## config.mk

```make
export PLATFORM = sky130hd
export DESIGN_NAME = dram_cycle_gen
export DESIGN_NICKNAME = d
export VERILOG_FILES = /design/src/rtl/dcg_pkg.sv /design/src/rtl/dcg_timer.sv /design/src/rtl/dcg_lane.sv /design/src/rtl/dcg_seq.sv /design/src/rtl/dram_cycle_gen.sv
export SDC_FILE = /design/constraint.sdc
export NUM_CORES = 1
export LEC_CHECK = 0
export ABC_AREA = 1
export ABC_CLOCK_PERIOD_IN_PS = 2900
export BUFFER_PORTS_ARGS = -buffer_cell sky130_fd_sc_hd__buf_4
export CORE_MARGIN = 4
export CORE_UTILIZATION = 50
export DETAILED_ROUTE_END_ITERATION = 16
export PLACE_DENSITY = 0.83
export SLEW_MARGIN = 25
export SYNTH_ARGS = -nofsm -noshare
export SYNTH_HDL_FRONTEND = slang
export SYNTH_HIERARCHICAL = 1
export SYNTH_SLANG_ARGS = --single-unit
```

## constraint.sdc

```tcl
create_clock -name clk -period 2.9 [get_ports clk]
set_input_delay 0.29 -clock clk [delete_from_list [all_inputs] [get_ports clk]]
set_output_delay 0.29 -clock clk [all_outputs]
set_load 0.05 [all_outputs]
```

## src/rtl/dcg_pkg.sv

```systemverilog
package dcg_pkg;

  typedef enum logic [1:0] {
    K_READ  = 2'b00,
    K_WRITE = 2'b01,
    K_RMW   = 2'b10,
    K_ALTRD = 2'b11
  } kind_e;

  typedef enum logic [2:0] {
    S_IDLE, S_ROWSU, S_RASLO, S_COLSU, S_CASLO, S_WRLO, S_PRE
  } state_e;

  function automatic int imax(input int a, input int b);
    return (a > b) ? a : b;
  endfunction

endpackage

```

## src/rtl/dcg_timer.sv

```systemverilog
module dcg_timer #(
  parameter int CNT_W = 4
) (
  input  logic             clk,
  input  logic             rst,
  input  logic             load,
  input  logic [CNT_W-1:0] load_val,
  output logic             done
);
  logic [CNT_W-1:0] cnt_q;

  always_ff @(posedge clk) begin
    if (rst)               cnt_q <= '0;
    else if (load)         cnt_q <= load_val;
    else if (cnt_q != '0)  cnt_q <= cnt_q - 1'b1;
  end

  assign done = (cnt_q == '0);
endmodule

```

## src/rtl/dcg_lane.sv

```systemverilog
module dcg_lane (
  input  logic       clk,
  input  logic       rst,
  input  logic       accept,
  input  logic [7:0] wr_in,
  input  logic       cas_act_nxt,
  input  logic       be_nxt,
  input  logic       cap_nxt,
  input  logic [7:0] dq_byte,
  output logic       cas_n,
  output logic [7:0] wr_byte,
  output logic [7:0] rd_byte
);
  always_ff @(posedge clk) begin
    if (rst) begin
      cas_n   <= 1'b1;
      wr_byte <= '0;
      rd_byte <= '0;
    end else begin
      cas_n <= !(cas_act_nxt && be_nxt);
      if (accept)  wr_byte <= wr_in;
      if (cap_nxt) rd_byte <= be_nxt ? dq_byte : 8'h00;
    end
  end

  // write data on this lane holds while its strobe is low
  p_wdata_hold_r10: assert property (@(posedge clk) disable iff (rst)
    (!cas_n && $past(!cas_n)) |-> $stable(wr_byte));
endmodule

```

## src/rtl/dcg_seq.sv

```systemverilog
module dcg_seq
  import dcg_pkg::*;
#(
  parameter int ROW_W   = 10,
  parameter int COL_W   = 10,
  parameter int AP_W    = 10,
  parameter int LANES   = 2,
  parameter int CNT_W   = 4,
  parameter int L_ROWSU = 1,
  parameter int L_RAH   = 1,
  parameter int L_COL   = 1,
  parameter int L_ACC   = 1,
  parameter int L_WED   = 1,
  parameter int L_CWL   = 1,
  parameter int L_PRE   = 1
) (
  input  logic             clk,
  input  logic             rst,
  input  logic             req_valid,
  input  logic [1:0]       req_kind,
  input  logic [ROW_W-1:0] req_row,
  input  logic [COL_W-1:0] req_col,
  input  logic [LANES-1:0] req_be,
  output logic             req_ready,
  output logic             accept,
  output logic             ras_n,
  output logic             we_n,
  output logic [AP_W-1:0]  addr_o,
  output logic             dram_oe,
  output logic             dq_drive,
  output logic             rd_valid,
  output logic             cas_act_nxt,
  output logic             cap_nxt,
  output logic [LANES-1:0] be_nxt
);
  state_e state_q, state_n;
  kind_e  kind_q, cur_kind;
  logic [ROW_W-1:0] row_q, cur_row;
  logic [COL_W-1:0] col_q, cur_col;
  logic [LANES-1:0] be_q;
  logic             done, load, wr_phase, col_phase, ras_phase;
  logic [CNT_W-1:0] load_val;
  int               dur_n;

  dcg_timer #(.CNT_W(CNT_W)) u_tmr (
    .clk(clk), .rst(rst), .load(load), .load_val(load_val), .done(done)
  );

  assign req_ready = (state_q == S_IDLE);
  assign accept    = req_ready && req_valid;
  assign cur_kind  = accept ? kind_e'(req_kind) : kind_q;
  assign cur_row   = accept ? req_row : row_q;
  assign cur_col   = accept ? req_col : col_q;
  assign be_nxt    = accept ? req_be  : be_q;

  always_comb begin
    state_n = state_q;
    case (state_q)
      S_IDLE:  if (req_valid) state_n = S_ROWSU;
      S_ROWSU: if (done) state_n = S_RASLO;
      S_RASLO: if (done) state_n = S_COLSU;
      S_COLSU: if (done) state_n = S_CASLO;
      S_CASLO: if (done) state_n = (kind_q == K_RMW) ? S_WRLO : S_PRE;
      S_WRLO:  if (done) state_n = S_PRE;
      S_PRE:   if (done) state_n = S_IDLE;
      default: state_n = S_IDLE;
    endcase
  end

  always_comb begin
    case (state_n)
      S_ROWSU: dur_n = L_ROWSU;
      S_RASLO: dur_n = L_RAH;
      S_COLSU: dur_n = L_COL;
      S_CASLO: dur_n = (cur_kind == K_WRITE) ? L_CWL :
                       (cur_kind == K_RMW)   ? L_WED : L_ACC;
      S_WRLO:  dur_n = L_CWL;
      S_PRE:   dur_n = L_PRE;
      default: dur_n = 1;
    endcase
  end

  assign load     = (state_n != state_q);
  assign load_val = CNT_W'(dur_n - 1);
  assign cap_nxt  = (state_q == S_CASLO) && done && (kind_q != K_WRITE);

  assign ras_phase   = state_n inside {S_RASLO, S_COLSU, S_CASLO, S_WRLO};
  assign col_phase   = state_n inside {S_COLSU, S_CASLO, S_WRLO};
  assign cas_act_nxt = state_n inside {S_CASLO, S_WRLO};
  assign wr_phase    = (state_n == S_WRLO) ||
                       ((state_n inside {S_COLSU, S_CASLO}) && cur_kind == K_WRITE);

  always_ff @(posedge clk) begin
    if (rst) begin
      state_q  <= S_IDLE;
      kind_q   <= K_READ;
      row_q    <= '0;
      col_q    <= '0;
      be_q     <= '0;
      ras_n    <= 1'b1;
      we_n     <= 1'b1;
      addr_o   <= '0;
      dram_oe  <= 1'b0;
      dq_drive <= 1'b0;
      rd_valid <= 1'b0;
    end else begin
      state_q <= state_n;
      if (accept) begin
        kind_q <= cur_kind;
        row_q  <= req_row;
        col_q  <= req_col;
        be_q   <= req_be;
      end
      ras_n    <= !ras_phase;
      addr_o   <= col_phase ? AP_W'(cur_col) : AP_W'(cur_row);
      we_n     <= !wr_phase;
      dq_drive <= wr_phase;
      dram_oe  <= (state_n == S_CASLO) && (cur_kind != K_WRITE) && (|be_nxt);
      rd_valid <= cap_nxt;
    end
  end

  // an early write never lets the memory drive the bus
  p_wr_quiet_r4: assert property (@(posedge clk) disable iff (rst)
    (kind_q == K_WRITE && state_q != S_IDLE) |-> !dram_oe);
  // a read cycle keeps the write strobe high
  p_read_we_high_r7: assert property (@(posedge clk) disable iff (rst)
    (kind_q == K_READ && state_q != S_IDLE) |-> we_n);
  // the result strobe lasts a single cycle
  p_rd_pulse_r3: assert property (@(posedge clk) disable iff (rst)
    rd_valid |=> !rd_valid);
endmodule

```

## src/rtl/dram_cycle_gen.sv

```systemverilog
module dram_cycle_gen
  import dcg_pkg::*;
#(
  parameter int ROW_W = 10,
  parameter int COL_W = 10,
  parameter int LANES = 2,
  parameter int T_ASR = 1,
  parameter int T_RAH = 2,
  parameter int T_ASC = 1,
  parameter int T_WCS = 1,
  parameter int T_CAC = 2,
  parameter int T_AA  = 3,
  parameter int T_RAC = 6,
  parameter int T_CWD = 3,
  parameter int T_RWD = 7,
  parameter int T_AWD = 5,
  parameter int T_CWL = 2,
  parameter int T_RP  = 5,
  parameter int T_CP  = 1,
  localparam int AP_W = (ROW_W > COL_W) ? ROW_W : COL_W,
  localparam int DQ_W = 8 * LANES
) (
  input  logic                   clk,
  input  logic                   rst,
  input  logic                   req_valid,
  output logic                   req_ready,
  input  logic [1:0]             req_kind,
  input  logic [ROW_W+COL_W-1:0] req_addr,
  input  logic [LANES-1:0]       req_be,
  input  logic [DQ_W-1:0]        req_wdata,
  output logic                   rd_valid,
  output logic [DQ_W-1:0]        rd_data,
  output logic                   ras_n,
  output logic [LANES-1:0]       cas_n,
  output logic                   we_n,
  output logic [AP_W-1:0]        dram_addr,
  output logic [DQ_W-1:0]        dq_out,
  output logic                   dq_drive,
  input  logic [DQ_W-1:0]        dq_in,
  output logic                   dram_oe
);
  localparam int L_ROWSU = imax(T_ASR, 1);
  localparam int L_RAH   = imax(T_RAH, 1);
  localparam int L_COL   = imax(imax(T_ASC, T_WCS), 1);
  localparam int L_ACC   = imax(imax(T_CAC, T_AA - L_COL),
                                imax(T_RAC - L_RAH - L_COL, 1));
  localparam int L_WED   = imax(imax(L_ACC, T_CWD),
                                imax(T_RWD - L_RAH - L_COL, T_AWD - L_COL));
  localparam int L_CWL   = imax(T_CWL, 1);
  localparam int L_PRE   = imax(imax(T_RP, T_CP), 1);
  localparam int L_MAX   = imax(imax(imax(L_ROWSU, L_RAH), imax(L_COL, L_WED)),
                                imax(L_CWL, L_PRE));
  localparam int CNT_W   = $clog2(L_MAX + 1);

  logic             accept, cas_act_nxt, cap_nxt;
  logic [LANES-1:0] be_nxt;

  dcg_seq #(
    .ROW_W(ROW_W), .COL_W(COL_W), .AP_W(AP_W), .LANES(LANES), .CNT_W(CNT_W),
    .L_ROWSU(L_ROWSU), .L_RAH(L_RAH), .L_COL(L_COL), .L_ACC(L_ACC),
    .L_WED(L_WED), .L_CWL(L_CWL), .L_PRE(L_PRE)
  ) u_seq (
    .clk(clk), .rst(rst), .req_valid(req_valid), .req_kind(req_kind),
    .req_row(req_addr[ROW_W+COL_W-1:COL_W]), .req_col(req_addr[COL_W-1:0]),
    .req_be(req_be), .req_ready(req_ready), .accept(accept), .ras_n(ras_n),
    .we_n(we_n), .addr_o(dram_addr), .dram_oe(dram_oe), .dq_drive(dq_drive),
    .rd_valid(rd_valid), .cas_act_nxt(cas_act_nxt), .cap_nxt(cap_nxt),
    .be_nxt(be_nxt)
  );

  for (genvar i = 0; i < LANES; i++) begin : g_lane
    dcg_lane u_lane (
      .clk(clk), .rst(rst), .accept(accept), .wr_in(req_wdata[8*i +: 8]),
      .cas_act_nxt(cas_act_nxt), .be_nxt(be_nxt[i]), .cap_nxt(cap_nxt),
      .dq_byte(dq_in[8*i +: 8]), .cas_n(cas_n[i]),
      .wr_byte(dq_out[8*i +: 8]), .rd_byte(rd_data[8*i +: 8])
    );
  end

  // the memory may drive only while both strobe groups are active
  p_oe_strobes_r8: assert property (@(posedge clk) disable iff (rst)
    dram_oe |-> (!ras_n && (cas_n != '1)));
  // no column strobe outside the row strobe
  p_cas_in_ras_r2: assert property (@(posedge clk) disable iff (rst)
    (cas_n != '1) |-> !ras_n);
  // column address holds while a column strobe is low
  p_col_stable_r2: assert property (@(posedge clk) disable iff (rst)
    ((cas_n != '1) && $past(cas_n != '1)) |-> $stable(dram_addr));
  // an idle block has every strobe released
  p_ready_quiet_r12: assert property (@(posedge clk) disable iff (rst)
    req_ready |-> (ras_n && (cas_n == '1) && we_n));
endmodule

```

# Word-level counts from Yosys, hierarchy flattened
# Index checks and enable logic that the tools add are counted.
[classes]
add_sub_neg = 2
n_mux = 21
eq_ne = 17
reduce_logical = 23
[ops]
columns = ["operator", "n"]
rows = [
  ["$mux W3", 11],
  ["$mux W10", 3],
  ["$pmux W3 S7", 1],
  ["$eq A3 B3 Y1 const B", 6],
  ["$mux W8", 2],
  ["$eq A3 B2 Y1 const B", 4],
  ["$pmux W3 S3", 1],
  ["$logic_and A1 B1 Y1", 8],
  ["$logic_not A3 Y1", 2],
  ["$mux W2", 3],
  ["$reduce_bool A2 Y1", 3],
  ["$reduce_bool A3 Y1", 2],
  ["$eq A2 B2 Y1 const B", 2],
  ["$logic_not A1 Y1", 4],
  ["$ne A2 B1 Y1 const B", 2],
  ["$reduce_bool A4 Y1", 1],
  ["$reduce_or A2 Y1", 2],
  ["$eq A3 B1 Y1 const B", 1],
  ["$ne A3 B3 Y1", 1],
  ["$sub A3 B1 Y3 const B", 1],
  ["$sub A3 B2 Y3 const B", 1],
  ["$eq A2 B1 Y1 const B", 1],
  ["$logic_or A1 B1 Y1", 1],
]
[word_totals]
word_cells = 81
inputBits = 59
out_inout_bits = 50
ff_bits = 79

# Longest topological paths before layout
# Gate-level depths: netlist of the first run.
[logic_depth]
depth_word = 9
ltp_mapped = 20
depth_no_buf = 20

# By module
# The synthesis of the first run kept the hierarchy.
[modules_own_cells]
columns = ["mod", "cells_each", "area_each_um2", "seq_area_each_um2", "instances"]
rows = [
  ["dcg_seq", 246, 2001.9, 840.8, 1],
  ["dcg_lane", 72, 600.6, 340.3, 2],
  ["dcg_timer", 28, 198.9, 60.1, 1],
]

# Worst setup path after synthesis of the first run
# Ideal clock, no wire load.
[synth_timing]
path_type = "reg-to-reg"
startpoint = "register u_seq.u_tmr.cnt_q[0]"
endpoint = "register u_seq.u_tmr.cnt_q[2]"
n_path_buf = 0
setup_time_ps = 70
synth_period_minus_slack_ps = 2433
arrival_ps = 2363
path_stages_with_launch = 18
path_slack_ps = 467
required_time_ps = 2830
cell_sequence = "dfxtp_1 -> inv_1 -> ha_1 -> inv_1 -> nor2_1 -> nand4_1 -> nand3_4 -> nand3_4 -> or2_0 -> o21ai_1 -> inv_1 -> ha_1 -> nand3b_1 -> nand2_1 -> inv_1 -> a21oi_1 -> nand2_1 -> a21oi_1"
[synth_via]
elab_chain_len = 8
elab_cells_between_ends = 21
classes_between = "add/sub: 2; eq/ne: 5; mux: 10; reduce/logical: 4"
[synth_lines]
columns = ["element", "line", "rtl"]
rows = [
  ["from (decl)", "dcg_timer.sv:10", "logic [CNT_W-1:0] cnt_q;"],
  ["from (signal assigned)", "dcg_timer.sv:14", "else if (load) cnt_q <= load_val;"],
  ["from (signal assigned)", "dcg_timer.sv:15", "else if (cnt_q != '0) cnt_q <= cnt_q - 1'b1;"],
  ["$logic_not A3 Y1 (*)", "dcg_timer.sv:18", "assign done = (cnt_q == '0);"],
  ["via u_seq.done", "dcg_seq.sv:41", "logic done, load, wr_phase, col_phase, ras_phase;"],
  ["$mux W3, or another cell as far along", "dcg_seq.sv:65", "S_PRE: if (done) state_n = S_IDLE;"],
  ["$pmux W3 S7 (*)", "dcg_seq.sv:58", "case (state_q)"],
  ["$eq A3 B3 Y1 or $eq A3 B2 Y1 (tied branches)", "dcg_seq.sv:71", "case (state_n)"],
  ["$reduce_or A2 Y1 (no line)", "--", ""],
  ["$pmux W3 S3 (*)", "dcg_seq.sv:71", ""],
  ["$sub A3 B2 Y3 (*)", "dcg_seq.sv:84", "assign load_val = CNT_W'(dur_n - 1);"],
  ["via u_seq.load_val[2]", "dcg_seq.sv:42", "logic [CNT_W-1:0] load_val;"],
  ["$mux W3 (*)", "dcg_timer.sv:14", ""],
]
# The timed path passes the listed nets; every way through them passes the cells marked *. The select of a mux whose other input is x is not followed.
# A chain may end at the register's enable or synchronous reset.

# Worst setup path after layout of the first run
# Same ends and word-level chain as after synthesis.

==> qor.csv, run 1 <==
stage,metric,value,unit
run_status,status,"complete, no violations",
cts,CTS max path bufs,2,
synth,Syn Area/Cell,8.139,µm²
worst_setup_path,crit-path leading delay family,simple AND/OR/NAND/NOR gates,
sta,f_max,0.3800,GHz
die,Starting Density,0.5238,
synth,syn_nets,483,
cts,clock-pin slew of the registers on the worst-case setup and hold paths,90,ps
global_routing,largest net degree at the start of global routing,51,
die,row cnt,29,
final_layout,Area Overhead vs Synth,30.12,%
sta,WHS,157.1,ps
sta,Final min period,2632,ps
worst_setup_path,cell-by-cell trace of the critical path,"inv_1, ha_1, inv_1, nor2_1, buf_4, inv_1, nand4_1, nand3_4, nand3_4, or2_0, o21ai_1, inv_1, ha_1, nand3b_1, nand2_1, inv_1, a21oi_1, nand2_1, a21oi_1",
sta,Slew HR,0.6459,
global_routing,global-route wire length before repair,13700,µm
synth,synthesized area,3402,µm²
sta,fin. max-slew vios,0,
cts,CTS sink cnt,79,
placement,final estimated routing congestion in global placement,0.8485,
placement,Detailed Place HPWL,5889,µm
detailed_routing,drc violations,0,
detailed_routing,drt pass-1 iters,6,
worst_setup_path,Worst Path Arrival,2910,ps
worst_hold_path,Hold Path Class,input port to flop,
sta,Fin Clk Skew,11.01,ps
sta,total negative slack,0,ps
synth,Post-synth ARST share,0,
die,Die ar.,8188,µm²
cts,H-tree levels,3,
final_layout,ant diodes,0,
global_routing,gr usage total,0.2023,
die,Core Area,6495,µm²
global_routing,vias in the first global route,2990,
final_layout,share of cells above drive strength 1,0.3377,
synth,Yosys reg bits,79,
synth,Mapped Cells,418,
synth,"EDFF count, synth",0,
worst_setup_path,Crit. End Element,flop,
synth,Most used DFF post-synth,dfxtp_1,
worst_setup_path,buffers plus inverters on the worst setup path,6,
run,max-cap viol count,0,
cts,CTS tree,done,
global_routing,initial antenna violation count,0,
final_layout,Final nets,593,
worst_setup_path,"most used cell, CP",inv_1,
cts,clk_lat worst skew,350,ps
power,Pwr Density,942.4,nW/µm²
die,Die Width,90.49,µm
cts,Hold Buf Count CTS,0,
worst_setup_path,Worst path slowest cell,dfxtp_1,
final_layout,fillers,566,
power,maximum vdd drop,0.6525,mV
placement,port bufs,108,
global_routing,gr ovfl total,0,
detailed_routing,antenna-violating nets left,0,
worst_setup_path,Max stage delay on crit path,390,ps
detailed_routing,Detailed Route Iter0 Violations,102,
worst_setup_path,startpoint types,flop,
detailed_routing,Via density,5.046,
sta,RSZ-0062 raised after global routing,no,
sta,worst slew pin tran,531.2,ps
detailed_routing,DR vias,3078,
power,leakage,2.112,nW
sta,Final period util,0.9075,
worst_setup_path,crit path kind,flop to flop,
detailed_routing,final wirelength,8197,µm
synth,Yosys warnings,6,
cts,root buffer cell,clkbuf_8,
sta,setup violators final,0,
worst_setup_path,CP required,3180,ps
worst_setup_path,crit-path max FO,7,
worst_setup_path,Reg2Reg Setup Slack,270,ps
detailed_routing,post-DR wirelength/cell,13.44,µm
synth,"Seq/Total Area, Yosys",0.4649,
die,IO Pins,109,
synth,Unique masters post-synth,37,
sta,Fin. Hold Viols,0,
die,Chip Height,90.49,µm
cts,CTS buffer count,9,
power,Tot Pwr,4.172,mW
per-layer routing:
layer,part of all wire,track usage,vias up
li1,-,-,1567
met1,0.43,0.2379,1399
met2,0.49,0.3496,106
met3,0.071,0.06083,6
met4,0.0091,0.06760,0
met5,0,0,-
state kept, by name, summed over array words and instances (netlist names):
name,flops
u_seq/rd_valid,1
u_seq/we_n,1
u_seq/dq_drive,1
g_lane.u_lane/cas_n,2
u_seq/be_q,2
u_seq/dram_oe,1
u_seq/addr_o,10
u_seq/kind_q,2
u_seq/state_q,3
u_seq/ras_n,1
u_seq/col_q,10
u_seq/row_q,10
g_lane.u_lane/rd_byte,16
g_lane.u_lane/wr_byte,16
u_seq/u_tmr/cnt_q,3
stage by stage:
stage / util / worst slack [ps] / instances / instance area (µm²)
global route: 0.6816 / 4.261 / 610 / 4427
global placement: 0.6509 / 267.4 / 593 / 4228
finish: 0.6816 / 268.2 / 610 / 4427
detailed placement: 0.6509 / 91.99 / 593 / 4228
CTS: 0.6789 / 72.48 / 609 / 4409
floorplan: - / 467.4 / 418 / 3402
where the power goes:
| group | internal [mW] | switching [mW] |
|---|---|---|
| Clock | 0.337 | 0.405 |
| Combinational | 0.668 | 1.35 |
| Sequential | 1.31 | 0.102 |
| Total | 2.32 | 1.85 |
tightest hold or removal path: cells and delay by family:
kind	cells	cell delay, ps
buffers and inverters	1	70
AND/OR/NAND/NOR	2	110
synth_stat cells, types with 8 or more instances:
cell type  number  area share
o21ai_1        19       0.028
nand2_1        55       0.061
mux2i_1         8       0.024
nand3_1        28       0.041
o21ai_0        16       0.024
buf_6           8       0.026
a21oi_1        21       0.031
and2_1          8       0.015
inv_2          10       0.011
dfxtp_1        79        0.46
inv_1          22       0.024
nor2_1         76       0.084
layout make-up:
cell class                 instances  area (µm²)  share of cell area
tap                               77       96.34             0.02176
multi-input combinational        287        1554              0.3510
sequential                        79        1584              0.3578
inverter                          36       147.6             0.03335
clock inverter                     6       43.79            0.009893
clock buffer                      10       137.6             0.03109
timing repair buffer             115       863.3              0.1950
final timing paths:
path | to | start | depth (start not counted)
hold reg to reg | g_lane[0].u_lane/rd_byte[5] | g_lane[0].u_lane/rd_byte[5] | 2
setup reg to reg | u_seq/u_tmr/cnt_q[2] | u_seq/u_tmr/cnt_q[0] | 19
setup / recovery | u_seq/u_tmr/cnt_q[2] | u_seq/u_tmr/cnt_q[0] | 19
hold / removal | g_lane[1].u_lane/wr_byte[7] | req_wdata[15] | 3
placed cells by master (no fill, tap or decap), drive strengths merged, types with 2 or more instances in the layout:
| cell type | instances |
|---|---|
| buf | 115 |
| nor2 | 84 |
| dfxtp | 79 |
| nand2 | 59 |
| nand3 | 38 |
| inv | 35 |
| o21ai | 35 |
| a21oi | 22 |
| or2 | 15 |
| clkbuf | 10 |
| mux2i | 8 |
| and2 | 8 |
| ha | 6 |
| clkinv | 6 |
| nand4 | 3 |
| nand3b | 2 |
| nor3 | 2 |
cells by family (layout without fill, tap and decap cells):
group,count (synthesis),after routing,share of synthesized area
adder cells (fa/ha/maj),6,6,0.02207
AO/OA/AOI/OAI,60,60,0.09121
flip-flops,79,79,0.4649
buffers and inverters,52,167,0.08202
AND/OR/NAND/NOR,212,212,0.3137
XOR/XNOR,1,1,0.002575
multiplexers,8,8,0.02354
timing repair:
action,4_1_cts,5_1_grt
setup buffers,0,1
setup endpoints to repair,0,2
resized for setup,0,4
No activity file was read; power rests on OpenSTA's default activity.
==> run 2: changes to the inputs <==
--- a/config.mk
+++ b/config.mk
@@ -5,13 +5,12 @@
 export SDC_FILE = /design/constraint.sdc
 export NUM_CORES = 1
 export LEC_CHECK = 0
-export ABC_AREA = 1
-export ABC_CLOCK_PERIOD_IN_PS = 2900
+export ABC_CLOCK_PERIOD_IN_PS = 2140
 export BUFFER_PORTS_ARGS = -buffer_cell sky130_fd_sc_hd__buf_4
 export CORE_MARGIN = 4
-export CORE_UTILIZATION = 50
+export CORE_UTILIZATION = 45
 export DETAILED_ROUTE_END_ITERATION = 16
-export PLACE_DENSITY = 0.83
+export PLACE_DENSITY = 0.79
 export SLEW_MARGIN = 25
 export SYNTH_ARGS = -nofsm -noshare
 export SYNTH_HDL_FRONTEND = slang
==> constraint.sdc (replaced) <==
create_clock -name clk -period 2.14 [get_ports clk]
set_input_delay 0.214 -clock clk [delete_from_list [all_inputs] [get_ports clk]]
set_output_delay 0.214 -clock clk [all_outputs]
set_load 0.05 [all_outputs]
==> qor.csv, run 2 <==
stage,metric,value,unit,change
cts,H-tree levels,3,,unchanged
synth,"top cells by area, synth","dfxtp_1, mux2i_1, a21oi_1",,"was dfxtp_1, nor2_1, nand2_1"
placement,final estimated routing congestion in global placement,0.8795,,was 0.8485
cts,CTS tree,done,,unchanged
cts,CTS buffer count,9,,unchanged
sta,total negative slack,-1266,ps,was 0 ps
detailed_routing,met1 WL,3700,µm,was 3510 µm
placement,dpl cell area,4432,µm²,was 4228 µm²
final_layout,post-route insts no fill,610,,unchanged
cts,root buffer cell,clkbuf_8,,unchanged
synth,Yosys warnings,6,,unchanged
cts,clock-pin slew of the registers on the worst-case setup and hold paths,90,ps,about the same
worst_hold_path,Hold Path Class,input port to flop,,unchanged
die,row cnt,31,,was 29
worst_setup_path,CP required,2400,ps,was 3180 ps
worst_setup_path,Max stage delay on crit path,580,ps,was 390 ps
final_layout,Multi-input gate area,1749,µm²,was 1554 µm²
final_layout,"Core Util, Final",0.6643,,was 0.6816
synth,"EDFF count, synth",0,,unchanged
global_routing,global-route wire length before repair,13000,µm,was 13700 µm
sta,setup violators final,3,,was 0
worst_setup_path,Worst path slowest cell,or4b_4,,was dfxtp_1
die,IO Pins,109,,unchanged
power,Tot Pwr,5.643,mW,was 4.172 mW
die,Starting Density,0.4646,,was 0.5238
detailed_routing,DR vias,3140,,was 3078
cts,Hold Buf Count CTS,0,,unchanged
worst_setup_path,startpoint types,flop,,unchanged
global_routing,initial antenna violation count,0,,unchanged
worst_setup_path,crit path kind,flop to flop,,unchanged
detailed_routing,final wirelength,8866,µm,was 8197 µm
final_layout,Final nets,571,,was 593
global_routing,largest net degree at the start of global routing,79,,was 51
worst_setup_path,crit-path max FO,4,,was 7
sta,RSZ-0062 raised after global routing,yes,,was no
final_layout,Register Area,1587,µm²,was 1584 µm²
placement,Detailed Place HPWL,5839,µm,was 5889 µm
detailed_routing,met3 WL,521,µm,was 578 µm
global_routing,vias in the first global route,2884,,was 2990
detailed_routing,antenna-violating nets left,0,,unchanged
synth,Yosys reg bits,79,,unchanged
synth,syn_nets,437,,was 483
final_layout,fillers,557,,was 566
sta,Slew HR,0.4750,,was 0.6459
detailed_routing,drt pass-1 iters,4,,was 6
cts,CTS max path bufs,2,,unchanged
cts,CTS sink cnt,79,,unchanged
sta,WHS,96.84,ps,was 157.1 ps
detailed_routing,Detailed Route Iter0 Violations,104,,was 102
synth,Mapped Cells,372,,was 418
detailed_routing,Routed met2 length,4442,µm,was 4033 µm
final_layout,share of cells above drive strength 1,0.3914,,was 0.3377
detailed_routing,Via density,5.148,,was 5.046
global_routing,gr ovfl total,0,,unchanged
sta,Final period util,1.299,,was 0.9075
sta,f_max,0.3597,GHz,was 0.3800 GHz
worst_setup_path,Worst Path Arrival,3040,ps,was 2910 ps
detailed_routing,DR top layer,met4,,unchanged
worst_setup_path,crit-path leading delay family,simple AND/OR/NAND/NOR gates,,unchanged
final_layout,"commonest non-fill, non-tap cell in the layout",buf_4,,unchanged
final_layout,ant diodes,0,,unchanged
synth,Most used DFF post-synth,dfxtp_1,,unchanged
final_layout,Area Overhead vs Synth,43.00,%,was 30.12%
synth,Unique masters post-synth,52,,was 37
worst_setup_path,cell-by-cell trace of the critical path,"or4b_4, inv_8, buf_6, a21oi_4, buf_4, ha_4, a311oi_4, ha_2, nor2b_2, a22oi_1, o311ai_2, nor2b_1, a311oi_2",,"was inv_1, ha_1, inv_1, nor2_1, buf_4, inv_1, nand4_1, nand3_4, nand3_4, or2_0, o21ai_1, inv_1, ha_1, nand3b_1, nand2_1, inv_1, a21oi_1, nand2_1, a21oi_1"
worst_setup_path,buffers plus inverters on the worst setup path,3,,was 6
final_layout,"leading cell types in the layout, fill and taps excluded","buf_4, dfxtp_1, nand2_1, nor2_1, a21oi_1",,"was buf_4, dfxtp_1, nor2_1, nand2_1, nand3_1"
die,Die Width,94.53,µm,was 90.49 µm
sta,Final min period,2780,ps,was 2632 ps
die,Core Area,7253,µm²,was 6495 µm²
cts,clk_lat worst skew,350,ps,about the same
final_layout,cell area after layout,4818,µm²,was 4427 µm²
synth,synthesized area,3369,µm²,was 3402 µm²
synth,Commonest cells post-synth,"dfxtp_1, nand2_1, a21oi_1, nor2_1, mux2i_1",,"was dfxtp_1, nor2_1, nand2_1, nand3_1, inv_1"
run,max-cap viol count,0,,unchanged
power,leakage,2.036,nW,was 2.112 nW
synth,"Seq/Total Area, Yosys",0.4694,,was 0.4649
detailed_routing,drc violations,0,,unchanged
sta,fin. max-slew vios,0,,unchanged
synth,Yosys top cell area share,0.4694,,was 0.4649
placement,port bufs,108,,unchanged
synth,Syn Area/Cell,9.058,µm²,was 8.139 µm²
sta,Fin. Hold Viols,0,,unchanged
placement,number of placed cells counting well taps,583,,was 593
sta,final worst-path setup slack,-640.4,ps,was 268.2 ps
run_status,status,finished with violations,,"was complete, no violations"
global_routing,gr usage total,0.1847,,was 0.2023
detailed_routing,post-DR wirelength/cell,14.53,µm,was 13.44 µm
sta,Fin Clk Skew,8.217,ps,was 11.01 ps
placement,Setup WS pre-CTS,-886.8,ps,was 91.99 ps
run_status,failing checks,negative setup slack,,
worst_setup_path,Crit. End Element,flop,,unchanged
synth,top-count cell post-synth,dfxtp_1,,unchanged
synth,Post-synth ARST share,0,,unchanged
die,Die ar.,8936,µm²,was 8188 µm²
power,maximum vdd drop,0.5314,mV,was 0.6525 mV
die,Chip Height,94.53,µm,was 90.49 µm
sta,worst slew pin tran,787.5,ps,was 531.2 ps
synth,post-synth top area cell,dfxtp_1,,unchanged
power,Pwr Density,1171,nW/µm²,was 942.4 nW/µm²
final_layout,Regs by FF count,"g_lane.u_lane/rd_byte: 16 flops, g_lane.u_lane/wr_byte: 16 flops",,unchanged
run 2: layer usage:
layer / vias up / track usage
met5: - / 0
met4: 0 / 0.1022
met3: 19 / 0.04064
met2: 103 / 0.3061
met1: 1474 / 0.2217
li1: 1544 / -
run 2: logic make-up after synthesis:
kind of cell    Yosys count  synth area share
compound gates           75            0.1482
xor+xnor                  3          0.007799
fa+ha+maj                 7           0.02562
buf+inv                  39           0.05942
flops                    79            0.4694
mux                      29           0.08838
simple gates            140            0.2013
run 2: path summary, 6_finish.rpt:
path,cells after the start,start,to,slack (ps)
worst min-delay path,3,req_wdata[7],g_lane[0].u_lane/wr_byte[7],100
worst max-delay path,13,u_seq/state_q[0],u_seq/u_tmr/cnt_q[2],-640
worst max register to register,13,u_seq/state_q[0],u_seq/u_tmr/cnt_q[2],-640
worst min register to register,2,u_seq/row_q[2],u_seq/row_q[2],460
run 2: where the power goes:
group	switching, mW	total [mW]	internal [mW]
clock network	0.587	1.02	0.433
registers	0.102	1.80	1.70
logic	1.63	2.82	1.19
total	2.32	5.64	3.33
run 2: layout make-up:
type / instances / share of cell area
clock buffers: 9 / 0.02571
clock inverters: 7 / 0.01117
inverters: 13 / 0.01169
multi-input cells: 255 / 0.3630
flip-flops and latches: 79 / 0.3293
well taps: 99 / 0.02571
repair buffers: 148 / 0.2334
run 2: tightest hold or removal path: cells and delay by family:
kind / cells / cell delay, ps
muxes: 1 / 50
buffers and inverters: 1 / 80
and+or+nand+nor: 1 / 70
run 2: repair_timing:
action                                  in CTS  in global routing
cloned                                       0                  4
endpoints found under the setup margin       5                 28
pin swaps                                    8                  4
buffers inserted                             4                  3
resized for setup                           11                 18
